File: src/rtl/gpio_rf_pkg.sv
package gpio_rf_pkg;
  localparam int NBANK  = 4;
  localparam int BANK_W = 32;
  localparam int BSEL_W = $clog2(NBANK);

  typedef enum logic [3:0] {
    K_NONE, K_LVL, K_DIR, K_SET, K_CLR, K_RISE, K_FALL, K_EDGE, K_AFL, K_AFH
  } kind_e;

  typedef struct packed {
    kind_e             kind;
    logic [BSEL_W-1:0] bank;
    logic              hole;   // below the window top but no register
  } dec_t;

  // Banks 0-2: group g, bank b at 4*(3g+b). Bank 3: 0x100 + 12g.
  // Group order: level, dir, set, clr, rise, fall, edge.
  // Alternate-function words are interleaved from 0x054.
  function automatic dec_t decode(input logic [31:0] a);
    dec_t d;
    logic [31:0] idx;
    d.kind = K_NONE;
    d.bank = '0;
    d.hole = 1'b0;
    if (a >= 32'h200) return d;
    d.hole = 1'b1;
    if (a[1:0] != 2'b00) return d;
    if (a < 32'h54) begin
      idx    = a >> 2;
      d.kind = kind_e'(4'(idx / 3 + 1));
      d.bank = BSEL_W'(idx % 3);
      d.hole = 1'b0;
    end else if (a <= 32'h70) begin
      idx    = (a - 32'h54) >> 2;
      d.kind = ((idx & 32'd1) != 0) ? K_AFH : K_AFL;
      d.bank = BSEL_W'(idx >> 1);
      d.hole = 1'b0;
    end else if (a >= 32'h100 && a <= 32'h148) begin
      idx = (a - 32'h100) >> 2;
      if (idx % 3 == 0) begin
        d.kind = kind_e'(4'(idx / 3 + 1));
        d.bank = BSEL_W'(NBANK - 1);
        d.hole = 1'b0;
      end
    end
    return d;
  endfunction

  function automatic logic [BANK_W-1:0] lvl_mix(input logic [BANK_W-1:0] lat,
                                                input logic [BANK_W-1:0] dir,
                                                input logic [BANK_W-1:0] smp);
    return (lat & dir) | (smp & ~dir);
  endfunction
endpackage

File: src/rtl/gpio_rf_decode.sv
module gpio_rf_decode import gpio_rf_pkg::*; #(
  parameter int ADDR_W = 12
) (
  input  logic [ADDR_W-1:0] addr,
  output dec_t              dec
);
  always_comb dec = decode(32'(addr));
endmodule

File: src/rtl/gpio_rf_sync.sv
module gpio_rf_sync #(
  parameter int W = 32
) (
  input  logic         clk,
  input  logic         rst_n,
  input  logic [W-1:0] d,
  output logic [W-1:0] q
);
  logic [W-1:0] s1;
  always_ff @(posedge clk or negedge rst_n) begin
    if (!rst_n) begin
      s1 <= '0;
      q  <= '0;
    end else begin
      s1 <= d;
      q  <= s1;
    end
  end
endmodule

File: src/rtl/gpio_rf_bank.sv
module gpio_rf_bank import gpio_rf_pkg::*; #(
  parameter int W = BANK_W
) (
  input  logic         clk,
  input  logic         rst_n,
  input  logic         we,
  input  kind_e        kind,
  input  logic [W-1:0] wdata,
  output logic [W-1:0] dir,
  output logic [W-1:0] olat,
  output logic [W-1:0] rise,
  output logic [W-1:0] fall,
  output logic [W-1:0] afl,
  output logic [W-1:0] afh
);
  always_ff @(posedge clk or negedge rst_n) begin
    if (!rst_n) begin
      dir  <= '0;
      olat <= '0;
      rise <= '0;
      fall <= '0;
      afl  <= '0;
      afh  <= '0;
    end else if (we) begin
      case (kind)
        K_DIR:  dir  <= wdata;
        K_SET:  olat <= olat | wdata;
        K_CLR:  olat <= olat & ~wdata;
        K_RISE: rise <= wdata;
        K_FALL: fall <= wdata;
        K_AFL:  afl  <= wdata;
        K_AFH:  afh  <= wdata;
        default: ;
      endcase
    end
  end
endmodule

File: src/rtl/gpio_bank_regfile.sv
module gpio_bank_regfile import gpio_rf_pkg::*; #(
  parameter  int ADDR_W = 12,
  localparam int NPIN   = NBANK * BANK_W
) (
  input  logic              clk,
  input  logic              rst_n,
  input  logic              req_valid,
  input  logic              req_write,
  input  logic [ADDR_W-1:0] req_addr,
  input  logic [BANK_W-1:0] req_wdata,
  output logic              rd_valid,
  output logic [BANK_W-1:0] rd_data,
  output logic              acc_err,
  input  logic [NPIN-1:0]   pin_in,
  output logic [NPIN-1:0]   pin_out,
  output logic [NPIN-1:0]   pin_oe,
  output logic [NPIN-1:0]   rise_en,
  output logic [NPIN-1:0]   fall_en,
  output logic [NPIN-1:0]   pin_sync,
  input  logic [NPIN-1:0]   edge_status,
  output logic [NPIN-1:0]   edge_clr
);
  dec_t dec;
  logic wr_fire, rd_fire, hole_hit;
  logic [BANK_W-1:0] rd_mux;
  logic [BANK_W-1:0] dir_a [NBANK];
  logic [BANK_W-1:0] olat_a[NBANK];
  logic [BANK_W-1:0] rise_a[NBANK];
  logic [BANK_W-1:0] fall_a[NBANK];
  logic [BANK_W-1:0] afl_a [NBANK];
  logic [BANK_W-1:0] afh_a [NBANK];
  logic [BANK_W-1:0] sync_a[NBANK];
  logic [BANK_W-1:0] edge_a[NBANK];

  gpio_rf_decode #(.ADDR_W(ADDR_W)) u_dec (.addr(req_addr), .dec(dec));

  gpio_rf_sync #(.W(NPIN)) u_sync (
    .clk(clk), .rst_n(rst_n), .d(pin_in), .q(pin_sync)
  );

  assign wr_fire  = req_valid & req_write;
  assign rd_fire  = req_valid & ~req_write;
  assign hole_hit = req_valid & dec.hole;

  for (genvar b = 0; b < NBANK; b++) begin : g_bank
    logic bank_we;
    assign bank_we = wr_fire && (dec.kind != K_NONE) && (dec.bank == BSEL_W'(b));

    gpio_rf_bank #(.W(BANK_W)) u_bank (
      .clk(clk), .rst_n(rst_n), .we(bank_we), .kind(dec.kind), .wdata(req_wdata),
      .dir(dir_a[b]), .olat(olat_a[b]), .rise(rise_a[b]), .fall(fall_a[b]),
      .afl(afl_a[b]), .afh(afh_a[b])
    );

    assign sync_a[b] = pin_sync[b*BANK_W +: BANK_W];
    assign edge_a[b] = edge_status[b*BANK_W +: BANK_W];
    assign pin_oe [b*BANK_W +: BANK_W] = dir_a[b];
    assign pin_out[b*BANK_W +: BANK_W] = olat_a[b] & dir_a[b];
    assign rise_en[b*BANK_W +: BANK_W] = rise_a[b];
    assign fall_en[b*BANK_W +: BANK_W] = fall_a[b];

    always_ff @(posedge clk or negedge rst_n) begin
      if (!rst_n) edge_clr[b*BANK_W +: BANK_W] <= '0;
      else if (bank_we && dec.kind == K_EDGE) edge_clr[b*BANK_W +: BANK_W] <= req_wdata;
      else edge_clr[b*BANK_W +: BANK_W] <= '0;
    end
  end

  always_comb begin
    case (dec.kind)
      K_LVL:   rd_mux = lvl_mix(olat_a[dec.bank], dir_a[dec.bank], sync_a[dec.bank]);
      K_DIR:   rd_mux = dir_a[dec.bank];
      K_RISE:  rd_mux = rise_a[dec.bank];
      K_FALL:  rd_mux = fall_a[dec.bank];
      K_EDGE:  rd_mux = edge_a[dec.bank];
      K_AFL:   rd_mux = afl_a[dec.bank];
      K_AFH:   rd_mux = afh_a[dec.bank];
      default: rd_mux = '0;
    endcase
  end

  always_ff @(posedge clk or negedge rst_n) begin
    if (!rst_n) begin
      rd_valid <= 1'b0;
      rd_data  <= '0;
      acc_err  <= 1'b0;
    end else begin
      rd_valid <= rd_fire;
      rd_data  <= rd_fire ? rd_mux : '0;
      acc_err  <= hole_hit;
    end
  end
endmodule

File: config.mk
export PLATFORM = sky130hd
export DESIGN_NAME = gpio_bank_regfile
export DESIGN_NICKNAME = d
export VERILOG_FILES = /design/src/rtl/gpio_rf_pkg.sv /design/src/rtl/gpio_rf_decode.sv /design/src/rtl/gpio_rf_sync.sv /design/src/rtl/gpio_rf_bank.sv /design/src/rtl/gpio_bank_regfile.sv
export SDC_FILE = /design/constraint.sdc
export NUM_CORES = 2
export LEC_CHECK = 0
export BUFFER_PORTS_ARGS = -buffer_cell sky130_fd_sc_hd__buf_4
export CORE_AREA = 2 2 433 435
export CTS_CLUSTER_SIZE = 40
export DETAILED_ROUTE_END_ITERATION = 10
export DIE_AREA = 0 0 435 437
export PLACE_DENSITY = 0.46
export SLEW_MARGIN = 10
export SYNTH_ARGS = -nofsm -noshare
export SYNTH_HDL_FRONTEND = slang
export SYNTH_HIERARCHICAL = 1
export SYNTH_SLANG_ARGS = --single-unit
File: constraint.sdc
create_clock -name clk -period 2.7 [get_ports clk]
set_input_delay 0.27 -clock clk [delete_from_list [all_inputs] [get_ports clk]]
set_output_delay 0.27 -clock clk [all_outputs]
set_load 0.01 [all_outputs]
; ---- Yosys cells after proc, flatten, opt, wreduce, memory -nomap -nowiden
; Cells that the tools add are included.
[totals]
ff_bits = 1186
in_bits = 304
output_inout_bits = 802
word_cells = 166
[classes]
n_addsub = 4
div_mod_pow = 4
magnitude_cmp = 6
n_eq_ne = 12
n_mux = 46
n_bitwise = 22
reduce_logical = 39
[ops]
columns = op, n
row1 = $mux 32, 21
row2 = $bmux 32 s2, 8
row3 = $and 32x32->32, 10
row4 = $pmux 32 s2, 4
row5 = $pmux 32 s7, 1
row6 = $or 32x32->32, 5
row7 = $not 32->32, 2
row8 = $mux 7, 8
row9 = $reduce_and 2->1, 24
row10 = $div 10x2->32 const B, 1
row11 = $div 30x2->32 const B, 1
row12 = $logic_not 32->1, 1
row13 = $mod 10x2->32 const B, 1
row14 = $mod 30x2->32 const B, 1
row15 = $eq 4x3->1 const B, 4
row16 = $sub 12x9->13 const B, 1
row17 = $ge 12x10->1 const B, 1
row18 = $ge 12x9->1 const B, 1
row19 = $le 12x7->1 const B, 1
row20 = $le 12x9->1 const B, 1
row21 = $lt 12x7->1 const B, 1
row22 = $logic_and 1x1->1, 10
row23 = $add 4x1->4 const B, 2
row24 = $eq 4x2->1 const B, 2
row25 = other kinds (13), 21

; ---- Depth between registers and ports, before layout
[depth]
ltp_word = 18
depth_mapped = 41
ltp_nobuf = 33

; ---- Modules after synthesis
; Netlist, hierarchy kept.
[by_module_without_submodules]
columns = mod, n_inst, cells_each, area_per_inst_um2, seq_area_each_um2
row1 = gpio_rf_bank, 4, 493, 7753.7, 4804.6
row2 = gpio_bank_regfile, 1, 1029, 13749.4, 4053.9
row3 = gpio_rf_sync, 1, 256, 6406.1, 6406.1
row4 = gpio_rf_decode, 1, 425, 2846.5, 0.0

; ---- Worst setup path before layout
; No wires, ideal clock.
[synth_path]
path_type = input -> register
startpoint = input port req_addr[8]
endpoint = register g_bank[0].u_bank.afl[10]
setup_ns = 0.125
arrival_time_ns = 9.870
required_time_ns = 2.575
setup_slack_ns = -7.295
stages = 37
path_buffers = 7
path_cell_list = buf_1 clkinv_1 ha_1 nand2_4 clkinv_8 ha_1 buf_4 xnor2_1 mux2_2 o21ai_4 nor2_1 a221oi_4 nand2_4 or4_4 o2111ai_2 o21a_2 xnor2_1 and2_1 ha_1 clkbuf_1 a2111oi_1 a31oi_2 xnor2_1 ha_1 or3_1 or4_4 a221oi_1 buf_2 or4_1 nand3_1 nor3_1 buf_2 nand3b_1 or3_1 buf_2 buf_6 mux2_4
[synth_rtl]
columns = element, line
row1 = "start, declared", gpio_bank_regfile.sv:9  ; input logic [ADDR_W-1:0] req_addr,
row2 = "end signal, assigned", gpio_rf_bank.sv:31  ; K_AFL: afl <= wdata;
row3 = "end, declared", gpio_rf_bank.sv:13  ; output logic [W-1:0] afl,

==> flow_summary.ini <==
[global_route]
overflow = 0
grt_first_pass_wirelength_um = 341200
grt_antenna_before_repair = 17
grt_start_max_net_pins = 99
grt.total_usage = 0.2521
grt_pass1_vias = 41860

[power]
power_frac_comb = 0.076
p_leak_nw = 38.32
clock_power_share = 0.482
p_total_w = 0.04087
p_seq_frac = 0.442
switching_share = 0.2385
power_switching_w = 0.009747
peakVddDrop_mv = 0.4738
pwr_density_cell_mw_per_mm2 = 509.0
p_int_w = 0.03112

[sta]
skew_ns = 0.02832
finalSetupViolCount = 929
min_period_ns = 6.846
slew_violations = 0
period_share = 2.536
fmax_mhz = 146.1
rsz0062_at_grt = yes
setup_ws_ns = -4.146
whs_ns = 0.04116
hold_violations = 0
tightest_slew_ns = 0.8050
relSlewSlack = 0.4633
setup_tns_ns = -3678.42

[routing]
avgRoutedWirePerCell_um = 30.44
drt-total-wl_um = 246100
drtAntennaViolNets = 0
vias = 40410
drt_iter0_drc = 2640
remaining_drc_errors = 0
dr.pass1.iters = 6
vias_per_cell = 4.998

[synthesis]
ys_async_sr_fraction = 1.000
yosys.area.top_type_share = 0.5494
ys_seq_area_frac = 0.5494
synth_top_family_by_area = multiplexers
synth.avg_cell_area_um2 = 14.67
yosys.area.top_type = dfrtp_1
synth_fa_ha_area_frac = 0.004169
synth.most_common_cell = dfrtp_1
synth_edf_count = 0
netlist_area_mm2 = 0.05402
synth_cells = 3682
synthXorXnorAreaFrac = 0.003868
synth_common_cells = dfrtp_1 (1186), mux2_1 (514), and2_1 (261), mux4_2 (256), mux2_2 (172)
yosys_warnings = 6
yosys.area_share.simple = 0.08146
synth.mux.area_fraction = 0.2850
synth.area.top_cells = dfrtp_1 (55%), mux2_1 (11%), mux4_2 (11%)
ys.flop_type = dfrtp_1
ys_ff_latch = 1186
synth_compound_area_frac = 0.04758
ys_types = 100

[run_status]
status = complete, but fails checks
violations = setup timing

[clock_network]
clock-sinks = 1186
clockBufferDepth = 3
clk_pin_slew_ns = 0.06
h-tree-depth = 4
clock_latency_ns = 0.81
cts_buffers = 141
root_buffer = clkbuf_16
cts_tree = built

[setup_path]
reg2reg_slack_ns = 0.90
worstSetupPathType = in2reg
cp.arrival_ns = 7.51
worst_setup_path_start_kind = primary input
crit_path_end_kind = flop
slowest_delay_ns = 0.53
path_delay_family = simple AND/OR/NAND/NOR gates
path_buf_inv = 8
cp_max_fo = 7
critPathRequiredTime_ns = 3.36
crit_path_top_delay_cell = or4_4

[cells_and_area]
drive_gt1_frac = 0.5149
nets = 5807
final_cell_count_no_fill = 8085
utilization = 0.4339
fill_cells = 17110
syn2layout_area_growth_pct = 48.65

[flow_run]
drv_cap = 0

[floorplanning]
io_pins = 1106
floorplan.die_area_mm2 = 0.1901
rows = 158
die_y_um = 437
start_util = 0.2919
die_x_um = 435
core_area_mm2 = 0.1850

[placed_design]
dp.cells = 7476
gp_congestion = 0.8600
dp_hpwl_um = 169800
io_buffers = 1105

[hold_path]
min_path_type = in2async
cells by family after synthesis:
group                      count (synthesis)
DFF                                     1186
muxes                                   1072
AOI/OAI and AO/OA                        398
xor gates and xnor gates                  20
buffers and inverters                    286
other                                      1
adders and majority gates                 18
and+or+nand+nor                          701
placed cells by master (no fill, tap or decap), types with 16 or more instances in the layout:
master         instances
buf_16                56
o21ai_1               27
clkbuf_16            154
o21ai_0               22
dfrtp_1             1186
a21oi_1              120
a21oi_2               27
buf_6                 50
buf_12               128
clkbuf_8              34
nand3b_1             137
clkbuf_1              30
a22oi_2               39
clkinv_2              16
mux2_2               142
mux4_2               256
nor3_1                19
dlygate4sd3_1        163
a22oi_1               59
mux2_4               283
nor2_1                42
mux2_1               381
buf_4               1504
and3_1                26
nand3_1               23
and2_1               260
nand2_1               53
metal layers:
metal / GRT usage / share of wire / vias to the layer above
met5: 0 / 0 / -
met4: 0.07381 / 0.031 / 0
met3: 0.04660 / 0.053 / 292
met2: 0.4226 / 0.49 / 1241
met1: 0.3316 / 0.42 / 21580
li1: - / - / 17300
layout make-up:
| type | count | area [um2] | area share |
|---|---|---|---|
| Sequential cell | 1186 | 29680 | 0.3696 |
| Multi-Input combinational cell | 2212 | 24480 | 0.3049 |
| Timing Repair Buffer | 1929 | 18190 | 0.2265 |
| Clock buffer | 207 | 4159 | 0.05180 |
| Tap cell | 2480 | 3103 | 0.03865 |
| Clock inverter | 44 | 569.3 | 0.007090 |
| Inverter | 15 | 83.83 | 0.001044 |
| Antenna cell | 12 | 30.03 | 0.0003740 |
power by group through the flow:
stage	logic (W)	registers, W	clock network [W]
after floorplan	0.000815	0.0184	0
after global placement	0.00279	0.0184	0
after detailed placement	0.00280	0.0184	0
after CTS	0.00310	0.0181	0.0202
after global routing	0.00336	0.0181	0.0208
final	0.00311	0.0181	0.0197
what timing repair did:
action                     CTS  global route
cloned                      54            13
pin swaps                   60            22
buffers inserted            99            28
resized for setup          354            93
hold endpoints to repair   835             0
hold buffers               163             0
setup endpoints to repair  929           929
through the flow:
| stage | area [um2] | setup WS (ns) |
|---|---|---|
| 6_report | 80290 | -4.146 |
| 5_1_grt | 80270 | -4.356 |
| 4_1_cts | 79600 | -4.038 |
| 3_5_place_dp | 69460 | -5.303 |
| 3_3_place_gp | 69460 | -5.260 |
| 2_1_floorplan | 54600 | -5.338 |
path summary, 6_finish.rpt:
kind                                           start                         to  cells after the start
max                                      req_addr[8]   g_bank[2].u_bank/afl[20]                     37
min in group clk                          pin_in[82]              u_sync/s1[82]                      2
max in group asynchronous                      rst_n   g_bank[1].u_bank/dir[24]                      3
min reg2reg                            u_sync/s1[39]               u_sync/q[39]                      0
max reg2reg                g_bank[2].u_bank/fall[31]                rd_data[31]                      5
min                                            rst_n  g_bank[1].u_bank/rise[19]                      2
No activity file was read; power rests on OpenSTA's default activity.
